$ cat src/rtl/db_pkg.sv
package db_pkg;
    localparam int MSG_W     = 32;
    localparam int KIND_HI   = 31;
    localparam int KIND_LO   = 27;
    localparam int BCAST_BIT = 26;
    localparam int TAG_W     = 14;

    typedef enum logic [4:0] {
        KIND_NORMAL  = 5'd0,
        KIND_CRIT    = 5'd1,
        KIND_G_NORM  = 5'd2,
        KIND_G_CRIT  = 5'd3,
        KIND_G_MCHK  = 5'd4
    } db_kind_e;
endpackage

$ cat src/rtl/db_decode.sv
module db_decode
    import db_pkg::*;
(
    input  logic [MSG_W-1:0] msg,
    output logic             is_norm,
    output logic             is_crit,
    output logic             bcast,
    output logic [TAG_W-1:0] tag
);
    logic       unused_mid;
    logic [4:0] kind;

    assign kind       = msg[KIND_HI:KIND_LO];
    assign bcast      = msg[BCAST_BIT];
    assign tag        = msg[TAG_W-1:0];
    assign unused_mid = ^msg[BCAST_BIT-1:TAG_W];

    always_comb begin
        is_norm = 1'b0;
        is_crit = 1'b0;
        case (kind)
            KIND_NORMAL: is_norm = 1'b1;
            KIND_CRIT:   is_crit = 1'b1;
            default: ;
        endcase
    end
endmodule

$ cat src/rtl/db_slot.sv
module db_slot
    import db_pkg::*;
#(
    parameter int NUM_CORES = 4,
    parameter int IDX       = 0
) (
    input  logic                       clk,
    input  logic                       rst_n,
    input  logic                       id_wr,
    input  logic [TAG_W-1:0]           id_wdata,
    input  logic [NUM_CORES-1:0]       src_send,
    input  logic [NUM_CORES-1:0]       src_norm,
    input  logic [NUM_CORES-1:0]       src_crit,
    input  logic [NUM_CORES-1:0]       src_bcast,
    input  logic [NUM_CORES*TAG_W-1:0] src_tag,
    input  logic                       own_clear,
    output logic                       pend_norm,
    output logic                       pend_crit,
    output logic                       notify
);
    logic [TAG_W-1:0]     my_id_q;
    logic [NUM_CORES-1:0] hit_vec;
    logic                 hit_norm, hit_crit;
    logic                 clr_norm, clr_crit;
    logic                 pend_norm_q, pend_crit_q, notify_q;

    for (genvar s = 0; s < NUM_CORES; s++) begin : g_match
        assign hit_vec[s] = src_send[s] &&
                            (src_bcast[s] || (src_tag[s*TAG_W +: TAG_W] == my_id_q));
    end

    assign hit_norm = |(hit_vec & src_norm);
    assign hit_crit = |(hit_vec & src_crit);
    assign clr_norm = own_clear && src_norm[IDX];
    assign clr_crit = own_clear && src_crit[IDX];

    always_ff @(posedge clk) begin
        if (!rst_n) begin
            my_id_q     <= TAG_W'(IDX);
            pend_norm_q <= 1'b0;
            pend_crit_q <= 1'b0;
            notify_q    <= 1'b0;
        end else begin
            if (id_wr)
                my_id_q <= id_wdata;
            if (hit_norm)      pend_norm_q <= 1'b1;
            else if (clr_norm) pend_norm_q <= 1'b0;
            if (hit_crit)      pend_crit_q <= 1'b1;
            else if (clr_crit) pend_crit_q <= 1'b0;
            notify_q <= hit_norm || hit_crit;
        end
    end

    assign pend_norm = pend_norm_q;
    assign pend_crit = pend_crit_q;
    assign notify    = notify_q;

    AST_SEND_SETS_NORM: assert property (@(posedge clk) disable iff (!rst_n)
        hit_norm |=> pend_norm_q);
    AST_SEND_SETS_CRIT: assert property (@(posedge clk) disable iff (!rst_n)
        hit_crit |=> pend_crit_q);
    AST_SEND_WINS: assert property (@(posedge clk) disable iff (!rst_n)
        (hit_crit && clr_crit) |=> pend_crit_q);
    AST_CLEAR_DROPS: assert property (@(posedge clk) disable iff (!rst_n)
        (clr_norm && !hit_norm) |=> !pend_norm_q);
    AST_IDLE_HOLD: assert property (@(posedge clk) disable iff (!rst_n)
        (!hit_norm && !clr_norm) |=> $stable(pend_norm_q));
    AST_NOTIFY_ON_HIT: assert property (@(posedge clk) disable iff (!rst_n)
        (hit_norm || hit_crit) |=> notify_q);
    AST_NOTIFY_QUIET: assert property (@(posedge clk) disable iff (!rst_n)
        !(hit_norm || hit_crit) |=> !notify_q);
endmodule

$ cat src/rtl/db_router.sv
module db_router
    import db_pkg::*;
#(
    parameter int NUM_CORES = 4,
    localparam int IDX_W    = (NUM_CORES > 1) ? $clog2(NUM_CORES) : 1
) (
    input  logic                       clk,
    input  logic                       rst_n,
    input  logic [NUM_CORES-1:0]       cmd_valid,
    input  logic [NUM_CORES-1:0]       cmd_clear,
    input  logic [NUM_CORES*MSG_W-1:0] cmd_msg,
    input  logic                       id_we,
    input  logic [IDX_W-1:0]           id_sel,
    input  logic [TAG_W-1:0]           id_wdata,
    output logic [NUM_CORES-1:0]       pend_norm,
    output logic [NUM_CORES-1:0]       pend_crit,
    output logic [NUM_CORES-1:0]       notify
);
    logic [NUM_CORES-1:0]       d_norm, d_crit, d_bcast, d_send;
    logic [NUM_CORES*TAG_W-1:0] d_tag;

    assign d_send = cmd_valid & ~cmd_clear;

    for (genvar s = 0; s < NUM_CORES; s++) begin : g_dec
        db_decode u_dec (
            .msg     (cmd_msg[s*MSG_W +: MSG_W]),
            .is_norm (d_norm[s]),
            .is_crit (d_crit[s]),
            .bcast   (d_bcast[s]),
            .tag     (d_tag[s*TAG_W +: TAG_W])
        );
    end

    for (genvar t = 0; t < NUM_CORES; t++) begin : g_slot
        db_slot #(.NUM_CORES(NUM_CORES), .IDX(t)) u_slot (
            .clk       (clk),
            .rst_n     (rst_n),
            .id_wr     (id_we && (id_sel == IDX_W'(t))),
            .id_wdata  (id_wdata),
            .src_send  (d_send),
            .src_norm  (d_norm),
            .src_crit  (d_crit),
            .src_bcast (d_bcast),
            .src_tag   (d_tag),
            .own_clear (cmd_valid[t] && cmd_clear[t]),
            .pend_norm (pend_norm[t]),
            .pend_crit (pend_crit[t]),
            .notify    (notify[t])
        );
    end

    AST_BCAST_ALL: assert property (@(posedge clk) disable iff (!rst_n)
        (|(d_send & d_bcast & d_norm)) |=> (&pend_norm));
endmodule

$ cat config.mk
export PLATFORM = sky130hd
export DESIGN_NAME = db_router
export DESIGN_NICKNAME = d
export VERILOG_FILES = /design/src/rtl/db_pkg.sv /design/src/rtl/db_decode.sv /design/src/rtl/db_slot.sv /design/src/rtl/db_router.sv
export SDC_FILE = /design/constraint.sdc
export NUM_CORES = 1
export LEC_CHECK = 0
export ABC_CLOCK_PERIOD_IN_PS = 1600
export BUFFER_PORTS_ARGS = -buffer_cell sky130_fd_sc_hd__buf_2
export CAP_MARGIN = 30
export CORE_MARGIN = 2
export CORE_UTILIZATION = 48
export CTS_BUF_LIST = sky130_fd_sc_hd__clkbuf_16
export DETAILED_ROUTE_END_ITERATION = 10
export PLACE_DENSITY_LB_ADDON = 0.08
export SKIP_CTS_REPAIR_TIMING = 1
export SYNTH_ARGS = -nofsm -noshare
export SYNTH_HDL_FRONTEND = slang
export SYNTH_SLANG_ARGS = --single-unit
$ cat constraint.sdc
create_clock -name clk -period 1.6 [get_ports clk]
set_clock_uncertainty 0.1 [all_clocks]
set_input_delay 0.4 -clock clk [delete_from_list [all_inputs] [get_ports clk]]
set_output_delay 0.4 -clock clk [all_outputs]
set_load 0.005 [all_outputs]
==> Word-level counts from Yosys, hierarchy flattened <==
Index checks and enable logic that the tools add are counted.
{ "totals": {"ff_bits": 68, "input_bits": 155, "out_inout_bits": 12, "word_cells": 146} }
{ "classes": {"eq_ne": 23, "mux": 24, "bitwise_logic": 10, "reduce_logical": 73} }
{ "op_table": {"columns": ["operator", "n"], "rows": [
  ["$eq 14x14->1", 16],
  ["$and 4x4->4", 9],
  ["$logic_and 1x1->1", 32],
  ["$reduce_or 4->1", 8],
  ["$mux 1", 24],
  ["$eq 5x1->1 const B", 4],
  ["$logic_not 5->1", 4],
  ["$logic_or 1x1->1", 20],
  ["$reduce_bool 2->1", 8],
  ["$eq 2x2->1 const B", 2],
  ["$not 4->4", 1],
  ["$eq 2x1->1 const B", 1],
  ["$logic_not 2->1", 1]
]} }

==> Longest topological paths before layout <==
{ "depth": {"word_depth": 6, "ltp_mapped": 7, "ltp_nobuf": 6} }

==> By module <==
A second synthesis with hierarchy kept.
{ "hier_totals": {"cells_unflattened": 720, "area_unflattened_um2": 6548.8} }
{ "by_module_without_submodules": {"columns": ["mod", "n_inst", "cells_per_inst", "area_per_inst_um2", "seq_area_each_um2"], "rows": [
  ["db_slot (g_slot[1].u_slot ...)", 2, 159, 1482.7, 340.3],
  ["db_slot (g_slot[0].u_slot)", 1, 159, 1485.2, 340.3],
  ["db_slot (g_slot[3].u_slot)", 1, 159, 1480.2, 340.3],
  ["db_decode", 4, 18, 132.6, 0.0],
  ["db_router", 1, 12, 87.6, 0.0]
]} }

==> Worst setup path after synthesis <==
Ideal clock, no wire load.
{ "synth_path": {"kind": "register to register", "startpoint": "register g_slot[1].u_slot.my_id_q[9]", "endpoint": "register g_slot[1].u_slot.notify_q", "setup_ps": 134, "t_arrival_ps": 1338, "required_time_ps": 1366, "path_slack_ps": 29, "stages_incl_launch_ff": 8, "n_path_buf": 1, "synth_period_minus_slack_ps": 1571, "path_cell_list": "dfxtp_1 > buf_2 > xor2_1 > nor4_1 > nand4_1 > nand2_1 > a2111oi_2 > a21boi_2"} }
{ "synth_between": {"elab_chain_len": 6, "word_cells_on_any_way": 17, "cone_classes": "eq/ne: 4; bitwise: 2; reduce/logical: 11"} }
{ "synth_rtl": {"columns": ["element", "line", "text"], "rows": [
  ["start: declaration", "db_slot.sv:21", "logic [TAG_W-1:0] my_id_q;"],
  ["start signal: assignment", "db_slot.sv:39", "my_id_q <= TAG_W'(IDX);"],
  ["start signal: assignment", "db_slot.sv:45", "my_id_q <= id_wdata;"],
  ["$eq 14x14->1", "db_slot.sv:29", "(src_bcast[s] || (src_tag[s*TAG_W +: TAG_W] == my_id_q));"],
  ["$logic_or 1x1->1", "db_slot.sv:29", null],
  ["$logic_and 1x1->1", "db_slot.sv:28", "assign hit_vec[s] = src_send[s] &&"],
  ["$and 4x4->4 (on tied branches)", "db_slot.sv:32, db_slot.sv:33", null],
  ["$reduce_or 4->1 (on tied branches)", "db_slot.sv:32, db_slot.sv:33", null],
  ["$logic_or 1x1->1 (*)", "db_slot.sv:50", "notify_q <= hit_norm || hit_crit;"],
  ["end signal: assignment", "db_slot.sv:50", null],
  ["end: declaration", "db_slot.sv:25", "logic pend_norm_q, pend_crit_q, notify_q;"]
]} }
Every way passes the cells marked *; elsewhere a longest branch is shown, timed or not.
A chain may end at the register's enable or synchronous reset.

==> Worst setup path after layout <==
{ "layout_path": {"startpoint": "register g_slot[1].u_slot.my_id_q[4]", "endpoint": "register g_slot[1].u_slot.pend_crit_q"} }
{ "layout_between": {"elab_chain_len": 6, "word_cells_on_any_way": 16, "cone_classes": "eq/ne: 4; mux: 1; bitwise: 1; reduce/logical: 10"} }
{ "layout_rtl": {"columns": ["element", "line", "text"], "rows": [
  ["$eq 14x14->1", "db_slot.sv:29", null],
  ["$logic_or 1x1->1", "db_slot.sv:29", null],
  ["$logic_and 1x1->1", "db_slot.sv:28", null],
  ["$and 4x4->4 (*)", "db_slot.sv:33", "assign hit_crit = |(hit_vec & src_crit);"],
  ["$reduce_or 4->1 (*)", "db_slot.sv:33", null],
  ["$mux 1 or $reduce_bool 2->1 (tied branches)", null, null],
  ["end signal: assignment", "db_slot.sv:41", "pend_crit_q <= 1'b0;"],
  ["end signal: assignment", "db_slot.sv:48", "if (hit_crit) pend_crit_q <= 1'b1;"],
  ["end signal: assignment", "db_slot.sv:49", "else if (clr_crit) pend_crit_q <= 1'b0;"],
  ["end: declaration", "db_slot.sv:25", null]
]} }
Marks and branches as above.

==> reports/results.tsv <==
stage	metric	value	unit
synthesis	synthAdderAreaFrac	0	
drt	vias	5761	
timing	fmax	511	MHz
synthesis	syn_inst	719	
drt	drcViolationCount	0	
synthesis	synth_xor_area_frac	0.347	
run_status	violations	negative setup slack	
die	fp.dieArea	12700	um2
synthesis	synthTopCellsByArea	xor2_1, dfxtp_1, nand2_1	
die	initial_core_util	0.494	
synthesis	syn_area	5660	um2
placed_design	dp_cells	1018	
synthesis	synthArstFlopShare	0	
cells_and_area	fin_nets	1043	
synthesis	synth_top_area_cell	xor2_1	
critical_path	cp.arrival	2.14	ns
synthesis	synth-simple-area-share	0.205	
run	drv_cap	0	
global_route	top_usage_layer	met2	
cells_and_area	nFillCells	973	
synthesis	synth_top_family_by_area	XOR/XNOR gates	
synthesis	ys_seq_elements	68	
synthesis	synth.most_common_cell	xor2_1	
cells_and_area	diodes	0	
global_route	gr-total-overflow	0	
cts	h-tree-depth	3	
global_route	grt_usage	0.328	
synthesis	netlist.area_leader.share	0.347	
placed_design	dp_slack	-0.472	ns
timing	layout_min_cycle_time	1.96	ns
die	chipWidth	113	um
power_and_ir_drop	vdd_ir_drop_max	735	uV
drt	vias_per_cell	5.56	
synthesis	yosysWarnings	0	
die	rows	39	
cts	cts_tree	yes	
cts	cts_buffers	9	
cts	clock-sinks	68	
cells_and_area	instances_no_fill	1036	
global_route	grt_max_degree	69	
power_and_ir_drop	power.total	5.05	mW
critical_path	critPathSlowestCell	dfxtp_1	
power_and_ir_drop	cellPowerDensity	643	nW/um2
synthesis	yosysSeqAreaShare	0.241	
timing	hold_viol_final	0	
global_route	grt_use_met2	0.549	
timing	rsz0062_at_grt	true	
die	core_area	11500	um2
critical_path	crit_buf_inv	1	
run_status	status	complete, but fails checks	
drt	drt_pre_antenna_iters	5	
timing	fin_ws	-0.357	ns
synthesis	synthMuxAreaShare	0	
global_route	antenna_found_initial	0	
placed_design	gp_congestion	0.942	
drt	wirelength	21500	um
timing	final-max-slew-violation-count	0	
timing	setup_viol	12	
global_route	met1_usage	0.412	
cts	clk_latency	0.35	ns
critical_path	start_kind	register	
cells_and_area	drive_gt1_frac	0.387	
critical_path	cp_slowest_stage_delay	0.33	ns
min_path	hold_class	input port to register	
critical_path	crit_type	register to register	
drt	drtAntennaViolNets	0	
synthesis	synth.avg_cell_area	7.87	um2
placed_design	port_buffers	118	
global_route	grt_util_met3	0.0713	
global_route	grt_pass1_vias	5749	
synthesis	yosys-top-cells-count	xor2_1, nand2_1, dfxtp_1	
timing	finalSetupTns	-3.41	ns
critical_path	required	1.78	ns
power_and_ir_drop	p_leak	3.71	nW
critical_path	cp_max_fo	3	
placed_design	dpl.hpwl	16600	um
critical_path	end_kind	register	
drt	drt_iter0_drc	440	
timing	relSlewSlack	0.690	
critical_path	crit_chain	buf_4 > xor2_1 > nor4_2 > nand4_1 > a21oi_2 > a2111oi_4 > a21boi_1	
timing	worst_slew_pin_slew	0.464	ns
timing	post-route-period-util	1.22	
synthesis	synth_ff_type	dfxtp_1	
global_route	grt_pass1_wl	31000	um
cts	clk_pin_slew	0.06	ns
drt	wl_per_cell	20.7	um
synthesis	synth_compound_area_frac	0.129	
cts	cts_root_buf	clkbuf_16	
critical_path	critPathTopFamily	simple AND/OR/NAND/NOR gates	
die	boundaryPins	167	
die	die_y	113	um
synthesis	syn-num-nets	874	
synthesis	synth-edff-count	0	
synthesis	synth_cell_types	28	
cts	cts_buffer_depth	2	
cells_and_area	syn_to_final_growth	38.9	%
-- stage by stage --
stage          cell area [um2]  utilization  hold slack [ns]
6_report                  7860        0.685            0.221
5_1_grt                   7860        0.685            0.229
4_1_cts                   7470        0.652            0.221
3_5_place_dp              7180        0.626            0.364
3_3_place_gp              7180        0.626            0.364
2_1_floorplan             5660            -            0.353
-- layout by cell type (no fill, tap or decap), drive strengths merged --
master,count
buf,245
xor2,224
nand2,124
dfxtp,68
a21boi,64
nor4,54
a21oi,26
nand4,16
nor3,16
clkbuf,9
nand2b,8
o21ai,8
a2111oi,6
nand3,5
nand3b,5
clkinv,3
inv,2
nor2,1
or2,1
nor2b,1
and3b,1
and2,1
nor3b,1
or3b,1
and3,1
bufinv,1
clkinvlp,1
-- worst register-to-register path: cells and delay by family, from the launching register on --
family                 cells  cell delay, ns
AND/OR/NAND/NOR            2            0.59
AO/OA/AOI/OAI              3            0.54
flip-flops                 1            0.33
XOR/XNOR                   1            0.17
buffers and inverters      1            0.15
-- path summary, 6_finish.rpt --
check | start | end | slack (ns) | cells after the start
worst max register to register | g_slot[1].u_slot.my_id_q[4] | g_slot[1].u_slot.pend_crit | -0.36 | 7
worst max-delay path | g_slot[1].u_slot.my_id_q[4] | g_slot[1].u_slot.pend_crit | -0.36 | 7
worst min register to register | g_slot[3].u_slot.pend_crit | g_slot[3].u_slot.pend_crit | 0.37 | 2
worst min-delay path | id_wdata[5] | g_slot[0].u_slot.my_id_q[5] | 0.22 | 3
-- where the power goes --
group          internal [mW]  switching (mW)
sequential              1.75          0.0761
combinational          0.569           0.670
clock                   1.20           0.794
-- registers in the layout, summed over array words and instances, names as in the netlist --
signal and cells:
g_slot.u_slot.pend_crit 4, g_slot.u_slot.my_id_q 56, g_slot.u_slot.pend_norm 4, g_slot.u_slot.notify 4
-- per-layer routing --
| layer | wire [um] | vias up | share of wire |
|---|---|---|---|
| met5 | 0 | - | 0 |
| li1 | - | 2711 | - |
| met1 | 9140 | 2759 | 0.43 |
| met2 | 10200 | 241 | 0.48 |
| met3 | 1430 | 50 | 0.067 |
| met4 | 674 | 0 | 0.031 |
-- layout make-up --
| type | instances | area, um2 | share of cell area |
|---|---|---|---|
| multi-input cells | 564 | 4190 | 0.533 |
| clock buffers | 9 | 225 | 0.0287 |
| repair buffers | 245 | 1790 | 0.228 |
| clock inverters | 7 | 67.6 | 0.00860 |
| flip-flops and latches | 68 | 1410 | 0.179 |
| well taps | 143 | 179 | 0.0228 |
-- kinds of logic (layout without fill, tap and decap cells) --
group	count (synthesis)	after routing
compound gates	104	104
buf+inv	87	261
simple gates	236	236
flops	68	68
xor+xnor	224	224
Note: power is estimated with default switching activity, not from simulation.
